File: src/rtl/irq_front_pkg.sv
package irq_front_pkg;

    localparam int NSRC    = 3;
    localparam int SRC_EXT = 0;
    localparam int SRC_G0  = 1;
    localparam int SRC_G1  = 2;

    typedef enum logic [1:0] {
        EXT_LOW  = 2'b00,
        EXT_ANY  = 2'b01,
        EXT_FALL = 2'b10,
        EXT_RISE = 2'b11
    } ext_mode_e;

    typedef enum logic [1:0] {
        SEL_FLAG    = 2'd0,
        SEL_MASK_LO = 2'd1,
        SEL_MASK_HI = 2'd2,
        SEL_CTRL    = 2'd3
    } reg_sel_e;

    // bit position of each source in the flag and control registers
    function automatic logic [2:0] flag_pos(input int unsigned src);
        case (src)
            0:       flag_pos = 3'd6;
            1:       flag_pos = 3'd4;
            default: flag_pos = 3'd5;
        endcase
    endfunction

endpackage

File: src/rtl/irq_sync.sv
module irq_sync #(
    parameter int W      = 13,
    parameter int STAGES = 2
) (
    input  logic         clk,
    input  logic         rst_n,
    input  logic [W-1:0] din,
    output logic [W-1:0] dout
);

    logic [W-1:0] stage_d [STAGES];
    logic [W-1:0] stage_q [STAGES];

    always_comb begin
        stage_d[0] = din;
        for (int i = 1; i < STAGES; i++) begin
            stage_d[i] = stage_q[i-1];
        end
    end

    generate
        for (genvar g = 0; g < STAGES; g++) begin : g_stage
            always_ff @(posedge clk) begin
                if (!rst_n) stage_q[g] <= '0;
                else        stage_q[g] <= stage_d[g];
            end
        end
    endgenerate

    assign dout = stage_q[STAGES-1];

endmodule

File: src/rtl/irq_detect.sv
module irq_detect
    import irq_front_pkg::*;
#(
    parameter int N_LO = 8,
    parameter int N_HI = 4
) (
    input  logic            clk,
    input  logic            rst_n,
    input  logic [N_LO-1:0] lvl_lo,
    input  logic [N_HI-1:0] lvl_hi,
    input  logic            lvl_ext,
    input  logic [N_LO-1:0] mask_lo,
    input  logic [N_HI-1:0] mask_hi,
    input  ext_mode_e       mode,
    output logic [NSRC-1:0] evt
);

    typedef struct packed {
        logic [N_LO-1:0] lo;
        logic [N_HI-1:0] hi;
        logic            ext;
    } prev_t;

    prev_t           prev_d, prev_q;
    logic [N_LO-1:0] chg_lo;
    logic [N_HI-1:0] chg_hi;

    always_comb begin
        prev_d.lo  = lvl_lo;
        prev_d.hi  = lvl_hi;
        prev_d.ext = lvl_ext;

        chg_lo = lvl_lo ^ prev_q.lo;
        chg_hi = lvl_hi ^ prev_q.hi;

        evt          = '0;
        evt[SRC_G0]  = |(chg_lo & mask_lo);
        evt[SRC_G1]  = |(chg_hi & mask_hi);
        case (mode)
            EXT_ANY:  evt[SRC_EXT] = lvl_ext ^ prev_q.ext;
            EXT_FALL: evt[SRC_EXT] = prev_q.ext & ~lvl_ext;
            EXT_RISE: evt[SRC_EXT] = ~prev_q.ext & lvl_ext;
            default:  evt[SRC_EXT] = 1'b0;
        endcase
    end

    always_ff @(posedge clk) begin
        if (!rst_n) prev_q <= '0;
        else        prev_q <= prev_d;
    end

    assert_masked_quiet_R1: assert property (@(posedge clk) disable iff (!rst_n)
        (mask_lo == '0) |-> !evt[SRC_G0]);
    assert_masked_quiet_R2: assert property (@(posedge clk) disable iff (!rst_n)
        (mask_hi == '0) |-> !evt[SRC_G1]);
    assert_level_no_event_R7: assert property (@(posedge clk) disable iff (!rst_n)
        (mode == EXT_LOW) |-> !evt[SRC_EXT]);
    assert_fall_edge_R8: assert property (@(posedge clk) disable iff (!rst_n)
        (mode == EXT_FALL && evt[SRC_EXT]) |-> (!lvl_ext && $past(lvl_ext)));
    assert_rise_edge_R8: assert property (@(posedge clk) disable iff (!rst_n)
        (mode == EXT_RISE && evt[SRC_EXT]) |-> (lvl_ext && !$past(lvl_ext)));

endmodule

File: src/rtl/irq_regs.sv
module irq_regs
    import irq_front_pkg::*;
#(
    parameter int N_LO = 8,
    parameter int N_HI = 4,
    parameter int DW   = 8
) (
    input  logic            clk,
    input  logic            rst_n,
    input  logic [NSRC-1:0] evt,
    input  logic [NSRC-1:0] ack,
    input  logic            reg_we,
    input  logic [1:0]      reg_sel,
    input  logic [DW-1:0]   reg_wdata,
    output logic [DW-1:0]   reg_rdata,
    output logic [N_LO-1:0] mask_lo,
    output logic [N_HI-1:0] mask_hi,
    output ext_mode_e       mode,
    output logic [NSRC-1:0] en,
    output logic [NSRC-1:0] flag
);

    typedef struct packed {
        logic [N_LO-1:0] mask_lo;
        logic [N_HI-1:0] mask_hi;
        ext_mode_e       mode;
        logic [NSRC-1:0] en;
        logic [NSRC-1:0] flag;
    } state_t;

    state_t          st_d, st_q;
    logic [NSRC-1:0] clr;
    logic            flag_wr;

    always_comb begin
        st_d    = st_q;
        flag_wr = reg_we && (reg_sel_e'(reg_sel) == SEL_FLAG);

        if (reg_we) begin
            case (reg_sel_e'(reg_sel))
                SEL_MASK_LO: st_d.mask_lo = reg_wdata[N_LO-1:0];
                SEL_MASK_HI: st_d.mask_hi = reg_wdata[N_HI-1:0];
                SEL_CTRL: begin
                    st_d.mode = ext_mode_e'(reg_wdata[1:0]);
                    for (int i = 0; i < NSRC; i++) begin
                        st_d.en[i] = reg_wdata[flag_pos(i)];
                    end
                end
                default: ;
            endcase
        end

        // a fresh event outranks a clear on the same edge
        for (int i = 0; i < NSRC; i++) begin
            clr[i]       = ack[i] | (flag_wr & reg_wdata[flag_pos(i)]);
            st_d.flag[i] = evt[i] | (st_q.flag[i] & ~clr[i]);
        end
        if (st_q.mode == EXT_LOW) st_d.flag[SRC_EXT] = 1'b0;
    end

    always_ff @(posedge clk) begin
        if (!rst_n) st_q <= '0;
        else        st_q <= st_d;
    end

    always_comb begin
        reg_rdata = '0;
        case (reg_sel_e'(reg_sel))
            SEL_FLAG: begin
                for (int i = 0; i < NSRC; i++) begin
                    reg_rdata[flag_pos(i)] = st_q.flag[i];
                end
                if (st_q.mode == EXT_LOW) reg_rdata[flag_pos(SRC_EXT)] = 1'b0;
            end
            SEL_MASK_LO: reg_rdata[N_LO-1:0] = st_q.mask_lo;
            SEL_MASK_HI: reg_rdata[N_HI-1:0] = st_q.mask_hi;
            default: begin
                reg_rdata[1:0] = st_q.mode;
                for (int i = 0; i < NSRC; i++) begin
                    reg_rdata[flag_pos(i)] = st_q.en[i];
                end
            end
        endcase
    end

    assign mask_lo = st_q.mask_lo;
    assign mask_hi = st_q.mask_hi;
    assign mode    = st_q.mode;
    assign en      = st_q.en;
    assign flag    = st_q.flag;

    generate
        for (genvar g = 1; g < NSRC; g++) begin : g_chk
            assert_set_wins_R9: assert property (@(posedge clk) disable iff (!rst_n)
                evt[g] |=> st_q.flag[g]);
            assert_ack_clear_R5: assert property (@(posedge clk) disable iff (!rst_n)
                (ack[g] && !evt[g]) |=> !st_q.flag[g]);
            assert_w1c_R6: assert property (@(posedge clk) disable iff (!rst_n)
                (flag_wr && reg_wdata[flag_pos(g)] && !evt[g]) |=> !st_q.flag[g]);
        end
    endgenerate

    assert_level_flag_zero_R7: assert property (@(posedge clk) disable iff (!rst_n)
        (st_q.mode == EXT_LOW && $past(st_q.mode == EXT_LOW)) |-> !st_q.flag[SRC_EXT]);

endmodule

File: src/rtl/irq_prio.sv
module irq_prio #(
    parameter int N = 3
) (
    input  logic         clk,
    input  logic         rst_n,
    input  logic [N-1:0] pend,
    input  logic         gie,
    output logic         irq,
    output logic [N-1:0] vec
);

    logic found;

    always_comb begin
        vec   = '0;
        found = 1'b0;
        for (int i = 0; i < N; i++) begin
            if (gie && pend[i] && !found) begin
                vec[i] = 1'b1;
                found  = 1'b1;
            end
        end
        irq = found;
    end

    assert_vec_onehot_R10: assert property (@(posedge clk) disable iff (!rst_n)
        $onehot0(vec));
    assert_needs_gie_R4: assert property (@(posedge clk) disable iff (!rst_n)
        irq |-> gie);
    assert_top_first_R10: assert property (@(posedge clk) disable iff (!rst_n)
        (gie && pend[0]) |-> vec[0]);
    assert_irq_matches_R10: assert property (@(posedge clk) disable iff (!rst_n)
        irq == ($countones(vec) == 1));

endmodule

File: src/rtl/irq_front.sv
module irq_front
    import irq_front_pkg::*;
#(
    parameter int N_LO        = 8,
    parameter int N_HI        = 4,
    parameter int DW          = 8,
    parameter int SYNC_STAGES = 2
) (
    input  logic            clk,
    input  logic            rst_n,
    input  logic            ext_pin,
    input  logic [N_LO-1:0] pins_lo,
    input  logic [N_HI-1:0] pins_hi,
    input  logic            gie,
    input  logic [NSRC-1:0] vec_ack,
    input  logic            reg_we,
    input  logic [1:0]      reg_sel,
    input  logic [DW-1:0]   reg_wdata,
    output logic [DW-1:0]   reg_rdata,
    output logic            irq,
    output logic [NSRC-1:0] irq_vec
);

    localparam int NPIN = N_LO + N_HI + 1;

    logic [NPIN-1:0] pins_raw, pins_s;
    logic [N_LO-1:0] mask_lo;
    logic [N_HI-1:0] mask_hi;
    ext_mode_e       mode;
    logic [NSRC-1:0] evt, en, flag, pend;

    assign pins_raw = {ext_pin, pins_hi, pins_lo};

    irq_sync #(.W(NPIN), .STAGES(SYNC_STAGES)) u_sync (
        .clk  (clk),
        .rst_n(rst_n),
        .din  (pins_raw),
        .dout (pins_s)
    );

    irq_detect #(.N_LO(N_LO), .N_HI(N_HI)) u_detect (
        .clk    (clk),
        .rst_n  (rst_n),
        .lvl_lo (pins_s[N_LO-1:0]),
        .lvl_hi (pins_s[N_LO +: N_HI]),
        .lvl_ext(pins_s[NPIN-1]),
        .mask_lo(mask_lo),
        .mask_hi(mask_hi),
        .mode   (mode),
        .evt    (evt)
    );

    irq_regs #(.N_LO(N_LO), .N_HI(N_HI), .DW(DW)) u_regs (
        .clk      (clk),
        .rst_n    (rst_n),
        .evt      (evt),
        .ack      (vec_ack),
        .reg_we   (reg_we),
        .reg_sel  (reg_sel),
        .reg_wdata(reg_wdata),
        .reg_rdata(reg_rdata),
        .mask_lo  (mask_lo),
        .mask_hi  (mask_hi),
        .mode     (mode),
        .en       (en),
        .flag     (flag)
    );

    always_comb begin
        pend = flag & en;
        if (mode == EXT_LOW) pend[SRC_EXT] = ~pins_s[NPIN-1] & en[SRC_EXT];
    end

    irq_prio #(.N(NSRC)) u_prio (
        .clk  (clk),
        .rst_n(rst_n),
        .pend (pend),
        .gie  (gie),
        .irq  (irq),
        .vec  (irq_vec)
    );

    assert_level_request_R7: assert property (@(posedge clk) disable iff (!rst_n)
        (mode == EXT_LOW && gie && en[SRC_EXT] && !pins_s[NPIN-1]) |-> (irq && irq_vec[SRC_EXT]));

endmodule

File: config.mk
export PLATFORM = sky130hd
export DESIGN_NAME = irq_front
export DESIGN_NICKNAME = d
export VERILOG_FILES = /design/src/rtl/irq_front_pkg.sv /design/src/rtl/irq_sync.sv /design/src/rtl/irq_detect.sv /design/src/rtl/irq_regs.sv /design/src/rtl/irq_prio.sv /design/src/rtl/irq_front.sv
export SDC_FILE = /design/constraint.sdc
export NUM_CORES = 1
export LEC_CHECK = 0
export ABC_AREA = 1
export BUFFER_PORTS_ARGS = -buffer_cell sky130_fd_sc_hd__buf_4
export CORE_AREA = 2 2 51 89
export DETAILED_ROUTE_END_ITERATION = 16
export DIE_AREA = 0 0 53 91
export PLACE_DENSITY = 0.8
export SYNTH_ARGS = -nofsm -noshare
export SYNTH_HDL_FRONTEND = slang
export SYNTH_SLANG_ARGS = --single-unit
File: constraint.sdc
create_clock -name clk -period 2 [get_ports clk]
set_input_delay 0.3 -clock clk [delete_from_list [all_inputs] [get_ports clk]]
set_output_delay 0.3 -clock clk [all_outputs]
set_load 0.02 [all_outputs]
Word-level counts from Yosys, hierarchy flattened:

Memories as Yosys holds them, arrays and structs flattened.
Cells that the tools add are included.

* register bits after elaboration: 33
* RAM bits: 26
* input port bits: 30
* logic and storage cells: 133
* memories kept: 1

* order comparisons: 15
* equality and inequality tests: 6
* muxes and demuxes: 49
* bitwise gates (word level): 30
* reduce and logical (&&, ||, !) cells: 23

Memories
* u_sync.stage_q: words 2, bits a word 13, read ports 2, clocked after Yosys merged registers in 0, write ports 2, RTL line irq_sync.sv:12 `logic [W-1:0] stage_q [STAGES];`

Operators by type and width (number)
* $bwmux 8: 5
* $lt 3x4->1 const B: 9
* $mux 3: 12
* $mux 13: 2
* $pmux 4 s3: 2
* $demux 1 s3: 6
* $ge 3x1->1 const B: 6
* $mux 1: 18
* $and 8x8->8: 2
* $logic_and 1x1->1: 12
* $and 1x1->1: 9
* $bmux 1 s3: 3
* $eq 2x2->1 const B: 4
* $or 1x1->1: 8
* $reduce_or 8->1: 1
* $xor 8x8->8: 1
* $not 1->1: 6
* $reduce_and 2->1: 3
* $and 4x4->4: 1
* $eq 2x1->1 const B: 2
* $logic_not 2->1: 2
* $reduce_or 4->1: 1
* $xor 4x4->4: 1
* $and 3x3->3: 1
* 5 further kinds: 6

Depth between registers and ports, before layout:

Gate-level depths: netlist (run 1).

* word-level depth: 11
* mapped depth: 8
* depth with buffers taken out: 8

Cells and area by module:

Synthesis (run 1) repeated with hierarchy kept, for this count alone.

* cell total of the unflattened synthesis: 349
* area total of the unflattened synthesis: 2414.8 µm²

By module, submodules not included
* irq_regs: instances 1, cells an instance 133, area an instance 888.4 µm², sequential area each 400.4 µm²
* irq_sync: instances 1, cells an instance 81, area an instance 749.5 µm², sequential area each 520.5 µm²
* irq_detect: instances 1, cells an instance 112, area an instance 686.9 µm², sequential area each 260.2 µm²
* irq_front: instances 1, cells an instance 15, area an instance 58.8 µm², sequential area each 0.0 µm²
* irq_prio: instances 1, cells an instance 8, area an instance 31.3 µm², sequential area each 0.0 µm²

Worst setup path before layout (run 1):

Ideal clock, no wire load.

* kind: register -> output
* start: reg u_regs.st_q, in the netlist u_regs.mode[0]
* end: out irq_vec[1]
* arrival time: 1.052 ns
* data required time: 1.700 ns
* slack: 0.648 ns
* cell stages (with the launch flop): 6
* buffers on the path: 0
* cells stage by stage: dfxtp_1 > nor2_1 > o21ai_0 > nand3_1 > inv_1 > nor2_1

* cells in the longest elaborated chain, start to end: 7

Ends and longest elaborated chain
* start: declaration: RTL line irq_regs.sv:31 `state_t st_d, st_q;`
* start signal: assignment: RTL line irq_regs.sv:63 `else st_q <= st_d;`
* $logic_not 2->1: RTL line irq_front.sv:71 `if (mode == EXT_LOW) pend[SRC_EXT] = ~pins_s[NPIN-1] & en[SRC_EXT];`
* $mux 1: RTL line irq_front.sv:71
* $logic_and 1x1->1: RTL line irq_prio.sv:18 `if (gie && pend[i] && !found) begin`
* $mux 1
* via irq_vec[0]: RTL line irq_front.sv:21 `output logic [NSRC-1:0] irq_vec`
* $logic_not 1->1: RTL line irq_prio.sv:18
* $logic_and 1x1->1: RTL line irq_prio.sv:18
* $mux 1: RTL line irq_prio.sv:18
* end: declaration: RTL line irq_front.sv:21

The timed path passes the listed nets, and every way through them passes these cells.

Worst setup path in the final report (run 1):

* start: reg u_regs.st_q, in the netlist u_regs.mode[0]
* end: out irq_vec[2]

* cells in the longest elaborated chain, start to end: 10

Ends and longest elaborated chain (RTL line)
* $logic_not 2->1 *: irq_front.sv:71
* $mux 1 *: irq_front.sv:71
* $logic_and 1x1->1 *: irq_prio.sv:18
* $mux 1 *: irq_prio.sv:18
* $logic_not 1->1: irq_prio.sv:18
* $logic_and 1x1->1: irq_prio.sv:18
* $mux 1 *: irq_prio.sv:18
* $logic_not 1->1 *: irq_prio.sv:18
* $logic_and 1x1->1 *: irq_prio.sv:18
* $mux 1 *: irq_prio.sv:18

Every way passes the cells marked *; elsewhere a longest branch is shown, timed or not.

==> results of run 1 <==
## final timing paths
path / from / end / slack (ns) / depth (start not counted)
worst max-delay path: u_regs.mode[0]$_SDFFE_PN0P_ / irq_vec[2] / 0.31 / 7
worst min-delay path: pins_lo[1] / u_sync.stage_q[0][1]$_SDFF_PN0_ / 0.15 / 3
worst max register to register: u_sync.stage_q[1][12]$_SDFF_PN0_ / u_regs.flag[0]$_SDFF_PP0_ / 0.83 / 6
worst min register to register: u_sync.stage_q[0][11]$_SDFF_PN0_ / u_sync.stage_q[1][11]$_SDFF_PN0_ / 0.41 / 2
## registers in the layout, indices dropped and copies added, names as in the netlist
signal           count
u_regs.en            3
u_detect.prev_q     13
u_regs.mode          2
u_regs.flag          3
u_sync.stage_q      26
u_regs.mask_lo       8
u_regs.mask_hi       4
## cell type report
| class | instances | area, um2 |
|---|---|---|
| tap | 49 | 61.31 |
| sequential | 59 | 1181 |
| fill | 366 | 1281 |
| timing repair buffer | 41 | 307.8 |
| clock buffer | 14 | 162.7 |
| inverter | 73 | 274.0 |
| clock inverter | 2 | 10.01 |
| multi-input combinational | 167 | 794.5 |
## logic make-up (layout without fill, tap and decap cells)
kind of cell | count (synthesis) | count (layout) | synth area share
adder cells (fa/ha/maj) | 2 | 2 | 0.01092
AO/OA/AOI/OAI | 53 | 53 | 0.1267
AND/OR/NAND/NOR | 112 | 112 | 0.2092
buffers and inverters | 81 | 130 | 0.1376
flip-flops | 59 | 59 | 0.5156
## report_power, final
part / switching [uW] / internal (uW) / total, uW
sequential: 25.6 / 1230 / 1250
combinational: 119 / 91.0 / 210
clock: 407 / 514 / 921
## synth_stat cells, drive strengths merged
| cell | count | share of area |
|---|---|---|
| inv | 73 | 0.12 |
| nand2 | 73 | 0.12 |
| dfxtp | 59 | 0.52 |
| a21oi | 26 | 0.057 |
| o21ai | 20 | 0.045 |
| nand3 | 18 | 0.042 |
| nor2 | 17 | 0.032 |
| o221ai | 5 | 0.019 |
| buf | 4 | 0.011 |
| clkbuf | 4 | 0.0066 |
| nand3b | 3 | 0.0098 |
| ha | 2 | 0.011 |
| o22ai | 2 | 0.0055 |
| or2 | 1 | 0.0027 |
## through the flow
stage	utilization	hold slack [ns]	setup WS [ns]	cells	power [uW]
2_1_floorplan	-	0.3905	0.6483	307	1397
3_3_place_gp	0.6430	0.3916	0.5652	389	1481
3_5_place_dp	0.6430	0.3960	0.5348	389	1488
4_1_cts	0.6854	0.1400	0.2899	405	2407
5_1_grt	0.6854	0.1550	0.2158	405	2506
6_report	0.6854	0.1546	0.3061	405	2384
## worst reg2reg max path: stages, from the launching register on
cell     delay [ns]
dfxtp_1        0.40
inv_1          0.06
ha_1           0.18
a21oi_1        0.14
a21oi_1        0.05
o21ai_0        0.11
a21oi_1        0.11
## layer usage
metal	track usage	vias to the layer above	wire (um)
li1	-	1024	-
met1	0.2247	827	1800
met2	0.3563	51	2266
met3	0.06086	11	220
met4	0.1090	0	95
met5	0	-	0
==> metrics.log, run 1 <==
INFO  metric run_status = finished clean
INFO  metric relSlewSlack = 0.6597
INFO  metric clk_latency = 0.33 ns
INFO  metric grt_usage = 0.2100
INFO  metric hold_buf_count_cts = 0
INFO  metric critPathMaxStageDelay = roughly 0.33 ns
INFO  metric drt_wl_total = between 4000 and 5000 um
INFO  metric tightestPinTransition = slightly above 0.5 ns
INFO  metric postCtsResizedCells = 0
INFO  metric yosysWarnings = 0
INFO  metric max_freq = around 0.59 GHz
INFO  metric cp_slowest_cell = dfxtp_1
INFO  metric fin_crit_sh = 0.8469
INFO  metric die-width = 53 um
INFO  metric floorplan.initialDensity = 0.5625
INFO  metric numClockSinks = between 50 and 60
INFO  metric die-height = about 91 um
INFO  metric type_of_element_capturing_the_critical_path = output port
INFO  metric vias_in_the_first_global_route = roughly 1,800
INFO  metric ctsLongestPathBuffers = 2
INFO  metric grt_pass1_wl = 7410 um
INFO  metric core = roughly 4000 um2
INFO  metric grt_start_max_net_pins = 57
INFO  metric clk_pin_slew_worst_paths = roughly 0.060 ns
INFO  metric yosys.cell_types.count = 22
INFO  metric post_synth_instance_area = 2291 um2
INFO  metric floorplan.rows = 31
INFO  metric drv_cap = 0
INFO  metric vdd.ir_drop.worst = approximately 0.62 mV
INFO  metric hpwl = between 3000 and 4000 um
INFO  metric timing.final.setup_violations = 0
INFO  metric crit_required = ~1.7 ns
INFO  metric placement_cell_area = about 2600 um2
INFO  metric fp.dieArea = a little under 5000 um2
INFO  metric hold_violations = 0
INFO  metric grt_setup_unrepaired = no
INFO  metric finalMaxSlewViolations = 0
INFO  metric root_buf_cell = clkbuf_8
INFO  metric synth_nets = between 300 and 400
INFO  metric final_instance_area = around 2800 um2
INFO  metric power-per-cell-area = around 850 nW/um2
INFO  metric drt.antenna.violating_nets = 0
INFO  metric cts_post_setup_buffers_inserted = 0
INFO  metric path_class = flip-flop to output port
INFO  metric remaining_drc_errors = 0
INFO  metric timing.clock.skew = 0.006588 ns
INFO  metric crit_family = simple AND/OR/NAND/NOR gates
INFO  metric tritoncts = done
INFO  metric ys_ff_latch = 59
INFO  metric initial_antenna_violation_count = 0
INFO  metric final_cell_mix = inv_1 (72), nand2_1 (72), dfxtp_1 (59), buf_4 (41), a21oi_1 (26)
INFO  metric dr_pass1_iterations = 4
INFO  metric layout-drive-gt1-share = 0.1713
INFO  metric routed_via_density = between 4 and 5
INFO  metric numCtsBuffers = 9
INFO  metric place_congestion = roughly 0.77
INFO  metric avgSynthCellArea = ~7.5 um2
INFO  metric vias = 1,913
INFO  metric floorplan.io_pins = 42
INFO  metric area_growth_syn_to_layout = 21.85%
INFO  metric critPathLaunchType = flip-flop
INFO  metric post-route-min-period = approximately 1.7 ns
INFO  metric netlist_instances = just over 300
INFO  metric worst-path-buf-inv = 3
INFO  metric timing.critical_path.mode_cell = inv_1
INFO  metric routedWlPerCell = roughly 11 um
INFO  metric layout_net_count = 383
INFO  metric global_route.overflow_total = 0
INFO  metric leakagePower = between 0.001 and 0.0015 uW
INFO  metric critical_path.cell_chain = nor2_1 -> inv_1 -> nand2_1 -> nand3_1 -> nand3b_1 -> inv_1 -> buf_4
INFO  metric detailedRoute.firstIterationViolations = 50
INFO  metric numPortBuffers = 41
INFO  metric n_antenna_cell = 0
INFO  metric crit_arrival = about 1.4 ns
INFO  metric hp-class = input port to flip-flop
INFO  metric cp_max_fo = 4
INFO  metric h-tree-depth = 3
INFO  metric yosysSeqAreaShare = 0.5156
INFO  metric final.setup.tns = 0 ns
No activity file was read; power rests on OpenSTA's default activity.
==> run 2: changes to the inputs <==
--- a/config.mk
+++ b/config.mk
@@ -7,10 +7,10 @@
 export LEC_CHECK = 0
 export ABC_AREA = 1
 export BUFFER_PORTS_ARGS = -buffer_cell sky130_fd_sc_hd__buf_4
-export CORE_AREA = 2 2 51 89
+export CORE_AREA = 2 2 53 92
 export DETAILED_ROUTE_END_ITERATION = 16
-export DIE_AREA = 0 0 53 91
-export PLACE_DENSITY = 0.8
+export DIE_AREA = 0 0 55 94
+export PLACE_DENSITY = 0.75
 export SYNTH_ARGS = -nofsm -noshare
 export SYNTH_HDL_FRONTEND = slang
 export SYNTH_SLANG_ARGS = --single-unit
==> constraint.sdc (replaced) <==
create_clock -name clk -period 1.8 [get_ports clk]
set_input_delay 0.27 -clock clk [delete_from_list [all_inputs] [get_ports clk]]
set_output_delay 0.27 -clock clk [all_outputs]
set_load 0.02 [all_outputs]
==> run 2 against run 1 <==
Effect of this change:
- register-to-register slack got worse by 0.20 ns
- clock skew increased by 0.0022 ns
- largest power group unchanged
- via count decreased by 0.73%
- sequential share of layout area decreased by 0.19 points
- first-iteration DRC count decreased by 58%
- global-route usage decreased by 1.2 points
- core utilization decreased by 4.9 points
- critical endpoint is now irq_vec[1]
- clock power increased by 12%
- critical path depth unchanged
- combinational power increased by 12%
- count of clock-buffer cells in the layout unchanged
==> metrics.log, run 2 (same netlist as run 1, synthesis figures left out) <==
INFO  metric run_status = finished clean
INFO  metric crit_arrival = 1.37 ns
INFO  metric tightestPinTransition = 0.4867 ns
INFO  metric drt_wl_total = 4265 um
INFO  metric dr_pass1_iterations = 4
INFO  metric hp-class = input port to flip-flop
INFO  metric post-route-min-period = around 1.6 ns
INFO  metric type_of_element_capturing_the_critical_path = output port
INFO  metric cp_max_fo = 4
INFO  metric power_frac_seq = 0.523
INFO  metric grt_setup_unrepaired = no
INFO  metric worst-path-buf-inv = 3
INFO  metric floorplan.io_pins = 42
INFO  metric layout-drive-gt1-share = 0.1765
INFO  metric floorplan.initialDensity = 0.5202
INFO  metric remaining_drc_errors = 0
INFO  metric cp_slowest_cell = dfxtp_1
INFO  metric cell_internal_pwr = between 2000 and 2500 uW
INFO  metric combinational_fraction_of_design_power = 0.089
INFO  metric min_to = u_sync.stage_q[0][3]$_SDFF_PN0_
INFO  metric vias_in_the_first_global_route = ~1,800
INFO  metric timing.final.setup_violations = 0
INFO  metric timing.rr.end = u_regs.flag[0]$_SDFF_PP0_
INFO  metric vdd.ir_drop.worst = a little over 0.6 mV
INFO  metric detailedRoute.firstIterationViolations = 21
INFO  metric grt_pass1_wl = about 7000 um
INFO  metric grt_usage = 0.1980
INFO  metric finalMaxSlewViolations = 0
INFO  metric routed_via_density = 4.654
INFO  metric numPortBuffers = between 40 and 50
INFO  metric relSlewSlack = 0.6755
INFO  metric drt.antenna.violating_nets = 0
INFO  metric tritoncts = done
INFO  metric numCtsBuffers = 9
INFO  metric die-height = about 94 um
INFO  metric layout_net_count = roughly 380
INFO  metric final.setup.tns = 0 ns
INFO  metric crit-reg2reg-launch = u_sync.stage_q[1][12]$_SDFF_PN0_
INFO  metric vias = 1,899
INFO  metric final_cell_mix = inv_1 (72), nand2_1 (72), dfxtp_1 (59), buf_4 (42), a21oi_1 (26)
INFO  metric switching_power = 619.8 uW
INFO  metric grt_start_max_net_pins = between 50 and 60
INFO  metric crit_family = simple AND/OR/NAND/NOR gates
INFO  metric area_growth_syn_to_layout = 22.39%
INFO  metric routedWlPerCell = between 10 and 15 um
INFO  metric leakagePower = around 0.0015 uW
INFO  metric numClockSinks = 59
INFO  metric critPathMaxStageDelay = 0.34 ns
INFO  metric hpwl = roughly 3100 um
INFO  metric layout.filler_cells = 408
INFO  metric netSwitchingFraction = 0.2332
INFO  metric timing.clock.skew = between 0.008 and 0.009 ns
INFO  metric hold_violations = 0
INFO  metric minimum_setup_slack_among_reg_to_reg_paths = between 0.6 and 0.7 ns
INFO  metric place_congestion = 0.7357
INFO  metric finalNonFillerCells = about 410
INFO  metric initial_antenna_violation_count = 0
INFO  metric ctsLongestPathBuffers = 2
INFO  metric floorplan.rows = 32
INFO  metric place_inst = 392
INFO  metric clk_pin_slew_worst_paths = 0.06 ns
INFO  metric timing.critical_path.mode_cell = inv_1
INFO  metric die-width = 55 um
INFO  metric worstHoldPathCells = 3
INFO  metric root_buf_cell = clkbuf_8
INFO  metric max_freq = ~0.61 GHz
INFO  metric hold_path_startpoint = pins_lo[3]
INFO  metric crit_required = 1.53 ns
INFO  metric clk_latency = roughly 0.33 ns
INFO  metric n_antenna_cell = 0
INFO  metric fin_crit_sh = 0.9118
INFO  metric r2r_cells = 6
INFO  metric fp.dieArea = slightly above 5000 um2
INFO  metric critPathLaunch = u_regs.mode[0]$_SDFFE_PN0P_
INFO  metric path_class = flip-flop to output port
INFO  metric cts_post_setup_buffers_inserted = 0
INFO  metric largest_register_ff_count = 26
INFO  metric core = 4404 um2
INFO  metric power-per-cell-area = 947.7 nW/um2
INFO  metric global_route.overflow_total = 0
INFO  metric h-tree-depth = 3
INFO  metric critPathLaunchType = flip-flop
INFO  metric power_frac_clock = 0.388
INFO  metric drv_cap = 0
INFO  metric critical_path.cell_chain = nor2_2 -> inv_1 -> nand2_1 -> nand3_1 -> inv_1 -> nor2_1 -> buf_4
INFO  metric largest_register = u_sync.stage_q
-- run 2: changes by cell type in the layout (fill, tap and decap cells not counted) --
cell,previous run,this run
nor2_1,15,14
nor2_2,1,2
buf_4,41,42
-- run 2: how the worst max path moves through the flow --
stage / endpoint / cells after the start
CTS: irq_vec[1] / 7
floorplan: irq_vec[1] / 5
finish: irq_vec[1] / 7
global route: irq_vec[1] / 6
detailed placement: reg_rdata[4] / 5
global placement: reg_rdata[5] / 5
-- run 2: through the flow --
| step | hold WS, ns | cell area, um2 | total power (uW) | worst slack (ns) | utilization |
|---|---|---|---|---|---|
| 5_1_grt | 0.1099 | 2804 | 2804 | 0.01529 | 0.6366 |
| 2_1_floorplan | 0.3676 | 2291 | 1552 | 0.4783 | - |
| 3_3_place_gp | 0.3921 | 2629 | 1648 | 0.4703 | 0.5969 |
| 6_report | 0.1186 | 2804 | 2657 | 0.1588 | 0.6366 |
| 3_5_place_dp | 0.3960 | 2629 | 1655 | 0.4410 | 0.5969 |
| 4_1_cts | 0.1024 | 2801 | 2695 | 0.09600 | 0.6361 |
-- run 2: repair_timing --
action / 4_1_cts / 5_1_grt
hold buffers: 0 / 0
endpoints found under the setup margin: 0 / 2
gates resized for setup: 0 / 1
-- run 2: per-layer routing --
layer  part of all wire  vias up  track usage
met5                  0        -            0
met4              0.021        0       0.1098
met3              0.042        6      0.07325
met2               0.52       40       0.3462
met1               0.42      830       0.1855
li1                   -     1023            -
-- run 2: tightest hold or removal path: stages --
cell and delay [ns]:
buf_4 0.07, nand2_1 0.04, inv_1 0.04
-- run 2: final cells by class --
type,instances,area (um2),area share
timing repair buffer,42,315.3,0.1124
tap,51,63.81,0.02276
inverter,73,274.0,0.09772
clock buffer,14,162.7,0.05801
clock inverter,2,10.01,0.003570
multi-input combinational,167,797.0,0.2842
sequential,59,1181,0.4212
-- run 2: power groups by stage --
stage	logic [uW]	registers, uW	clock network, uW
5_1_grt	268	1400	1140
3_5_place_dp	236	1420	0
6_report	235	1390	1030
2_1_floorplan	140	1410	0
3_3_place_gp	231	1420	0
4_1_cts	237	1390	1070
==> run 3: changes to the inputs <==
--- a/config.mk
+++ b/config.mk
@@ -7,10 +7,11 @@
 export LEC_CHECK = 0
 export ABC_AREA = 1
 export BUFFER_PORTS_ARGS = -buffer_cell sky130_fd_sc_hd__buf_4
-export CORE_AREA = 2 2 53 92
+export CORE_AREA = 2 2 55 96
 export DETAILED_ROUTE_END_ITERATION = 16
-export DIE_AREA = 0 0 55 94
-export PLACE_DENSITY = 0.75
+export DIE_AREA = 0 0 57 98
+export PLACE_DENSITY = 0.73
+export RECOVER_POWER = 25
 export SYNTH_ARGS = -nofsm -noshare
 export SYNTH_HDL_FRONTEND = slang
 export SYNTH_SLANG_ARGS = --single-unit
==> constraint.sdc (replaced) <==
create_clock -name clk -period 1.4 [get_ports clk]
set_input_delay 0.21 -clock clk [delete_from_list [all_inputs] [get_ports clk]]
set_output_delay 0.21 -clock clk [all_outputs]
set_load 0.005 [all_outputs]
==> run 3 against run 2 <==
Effect of this change:
- the run now ends with negative setup slack left
- register-to-register slack worse by 0.69 ns
- setup slack worse by 0.22 ns
- wire length is 6.9% higher
- count of clock-buffer cells in the layout is 2 lower
- power is 27% higher
- critical endpoint is now u_regs.flag[0]$_SDFF_PP0_
- highest routed layer unchanged
==> metrics.log, run 3 (same netlist as run 1, synthesis figures left out) <==
INFO  metric run_status = finished with violations
INFO  metric failing_checks = negative setup slack
INFO  metric critPathMaxStageDelay = about 0.33 ns
INFO  metric area_growth_syn_to_layout = 27.42%
INFO  metric grt_pass1_wl = 7479 um
INFO  metric vias = around 2,000
INFO  metric grt_setup_unrepaired = yes
INFO  metric critPathLaunchType = flip-flop
INFO  metric power-per-cell-area = between 1000 and 1500 nW/um2
INFO  metric timing.clock.skew = approximately 0.008 ns
INFO  metric finalMaxSlewViolations = 0
INFO  metric switching_power = 792.9 uW
INFO  metric power_frac_clock = 0.370
INFO  metric grt_usage = 0.1793
INFO  metric critical_path.cell_chain = nor2_4 -> inv_2 -> buf_4 -> buf_4 -> buf_4 -> buf_4 -> buf_4 -> buf_4 -> nand2_2 -> a21oi_1
INFO  metric initial_antenna_violation_count = 0
INFO  metric timing.rr.end = u_regs.flag[0]$_SDFF_PP0_
INFO  metric hold_violations = 0
INFO  metric final_critical_path_setup_slack = -0.06412 ns
INFO  metric crit_required = between 1.5 and 2 ns
INFO  metric root_buf_cell = clkbuf_8
INFO  metric vias_in_the_first_global_route = ~1,800
INFO  metric timing.final.setup_violations = 3
INFO  metric floorplan.rows = 34
INFO  metric numCtsBuffers = 9
INFO  metric tightestPinTransition = roughly 0.92 ns
INFO  metric die-height = ~98 um
INFO  metric worstHoldPathCells = 3
INFO  metric drt.antenna.violating_nets = 0
INFO  metric r2r_cells = 10
INFO  metric type_of_element_capturing_the_critical_path = flip-flop
INFO  metric relSlewSlack = 0.3852
INFO  metric crit-reg2reg-launch = u_regs.mode[1]$_SDFFE_PN0P_
INFO  metric ctsLongestPathBuffers = 2
INFO  metric path_class = flip-flop to flip-flop
INFO  metric minimum_setup_slack_among_reg_to_reg_paths = -0.06 ns
INFO  metric routedWlPerCell = approximately 11 um
INFO  metric global_route.overflow_total = 0
INFO  metric largest_register_ff_count = 26
INFO  metric core = between 4000 and 5000 um2
INFO  metric floorplan.io_pins = 42
INFO  metric clk_latency = 0.33 ns
INFO  metric numClockSinks = 59
INFO  metric crit_arrival = approximately 1.7 ns
INFO  metric drv_cap = 0
INFO  metric fin_crit_sh = 1.046
INFO  metric routed_via_density = 4.656
INFO  metric final.setup.tns = -0.1426 ns
INFO  metric hold_buf_count_cts = 0
INFO  metric drt_wl_total = 4559 um
INFO  metric clk_pin_slew_worst_paths = 0.06 ns
INFO  metric place_inst = 397
INFO  metric fin_total_pwr = ~3400 uW
INFO  metric die-width = around 57 um
INFO  metric place_congestion = about 0.86
INFO  metric timing.critical_path.mode_cell = buf_4
INFO  metric largest_register = u_sync.stage_q
INFO  metric final_cell_mix = nand2_1 (70), inv_1 (68), dfxtp_1 (56), buf_4 (46), a21oi_1 (26)
INFO  metric leakagePower = around 0.0015 uW
INFO  metric post-route-min-period = between 1 and 1.5 ns
INFO  metric finalNonFillerCells = roughly 420
INFO  metric layout-drive-gt1-share = 0.2301
INFO  metric numPortBuffers = between 40 and 50
INFO  metric hold_path_startpoint = pins_lo[4]
INFO  metric grt_start_max_net_pins = 26
INFO  metric cp_slowest_cell = dfxtp_2
INFO  metric netSwitchingFraction = 0.2344
INFO  metric tritoncts = done
INFO  metric dr_pass1_iterations = 6
INFO  metric min_to = u_sync.stage_q[0][4]$_SDFF_PN0_
INFO  metric combinational_fraction_of_design_power = 0.101
INFO  metric detailedRoute.firstIterationViolations = 90
INFO  metric n_antenna_cell = 0
INFO  metric hpwl = ~3200 um
INFO  metric max_freq = between 0.6 and 0.7 GHz
INFO  metric fp.dieArea = about 5600 um2
INFO  metric floorplan.initialDensity = 0.4724
INFO  metric remaining_drc_errors = 0
INFO  metric power_frac_seq = 0.529
INFO  metric h-tree-depth = 3
INFO  metric cell_internal_pwr = 2589 uW
INFO  metric cp_max_fo = 3
INFO  metric hp-class = input port to flip-flop
INFO  metric final_common_cell = nand2_1
INFO  metric layout_net_count = a little under 400
INFO  metric vdd.ir_drop.worst = 0.7748 mV
-- run 3: power groups by stage --
stage | registers (uW) | clock network, uW | logic [uW]
6_report | 1790 | 1250 | 341
3_5_place_dp | 1820 | 0 | 299
3_3_place_gp | 1820 | 0 | 292
5_1_grt | 1800 | 1370 | 384
4_1_cts | 1790 | 1300 | 332
2_1_floorplan | 1820 | 0 | 163
-- run 3: how the worst max path moves through the flow --
stage | end | from | slack [ns]
2_1_floorplan | irq_vec[1] | u_regs.mode[0]$_SDFFE_PN0P_ | 0.40
3_3_place_gp | reg_rdata[4] | reg_sel[0] | 0.23
3_5_place_dp | irq_vec[2] | u_regs.mode[0]$_SDFFE_PN0P_ | 0.20
4_1_cts | irq_vec[2] | u_regs.mode[1]$_SDFFE_PN0P_ | -0.05
5_1_grt | irq_vec[2] | u_regs.mode[1]$_SDFFE_PN0P_ | -0.12
6_report | u_regs.flag[0]$_SDFF_PP0_ | u_regs.mode[1]$_SDFFE_PN0P_ | -0.06
-- run 3: repair_timing --
action,4_1_cts,5_1_grt
pin swaps,3,2
buffers inserted,7,0
setup endpoints to repair,5,8
resized for setup,11,8
-- run 3: routing by layer --
layer	GRT usage	share of wire	up-vias
met1	0.1802	0.41	838
met2	0.2891	0.49	55
li1	-	-	1043
met5	0	0	-
met4	0.1377	0.044	0
met3	0.06887	0.057	15
-- run 3: worst max-delay path, delay by kind of cell (launching register included) --
kind,cells,cell delay [ns]
flip-flops,1,0.33
buffers and inverters,7,0.81
AO/OA/AOI/OAI,1,0.05
AND/OR/NAND/NOR,2,0.16
-- run 3: per-stage QoR --
stage                     setup WS [ns]  cell area [um2]  hold WS [ns]    util
after floorplan                  0.3981             2291        0.3076       -
after global placement           0.2282             2660        0.3891  0.5485
after detailed placement         0.2013             2660        0.3937  0.5485
after CTS                      -0.04801             2900       0.04270  0.5980
after global routing            -0.1162             2919       0.04905  0.6019
final                          -0.06412             2919       0.06115  0.6019
-- run 3: layout make-up --
class                           instances  area (um2)
Clock buffer                           12       145.1
Multi-Input combinational cell        167       835.8
Sequential cell                        59        1185
Tap cell                               54       67.56
Clock inverter                          3       15.01
Inverter                               73       274.0
Timing Repair Buffer                   51       396.6
Fill cell                             438        1931
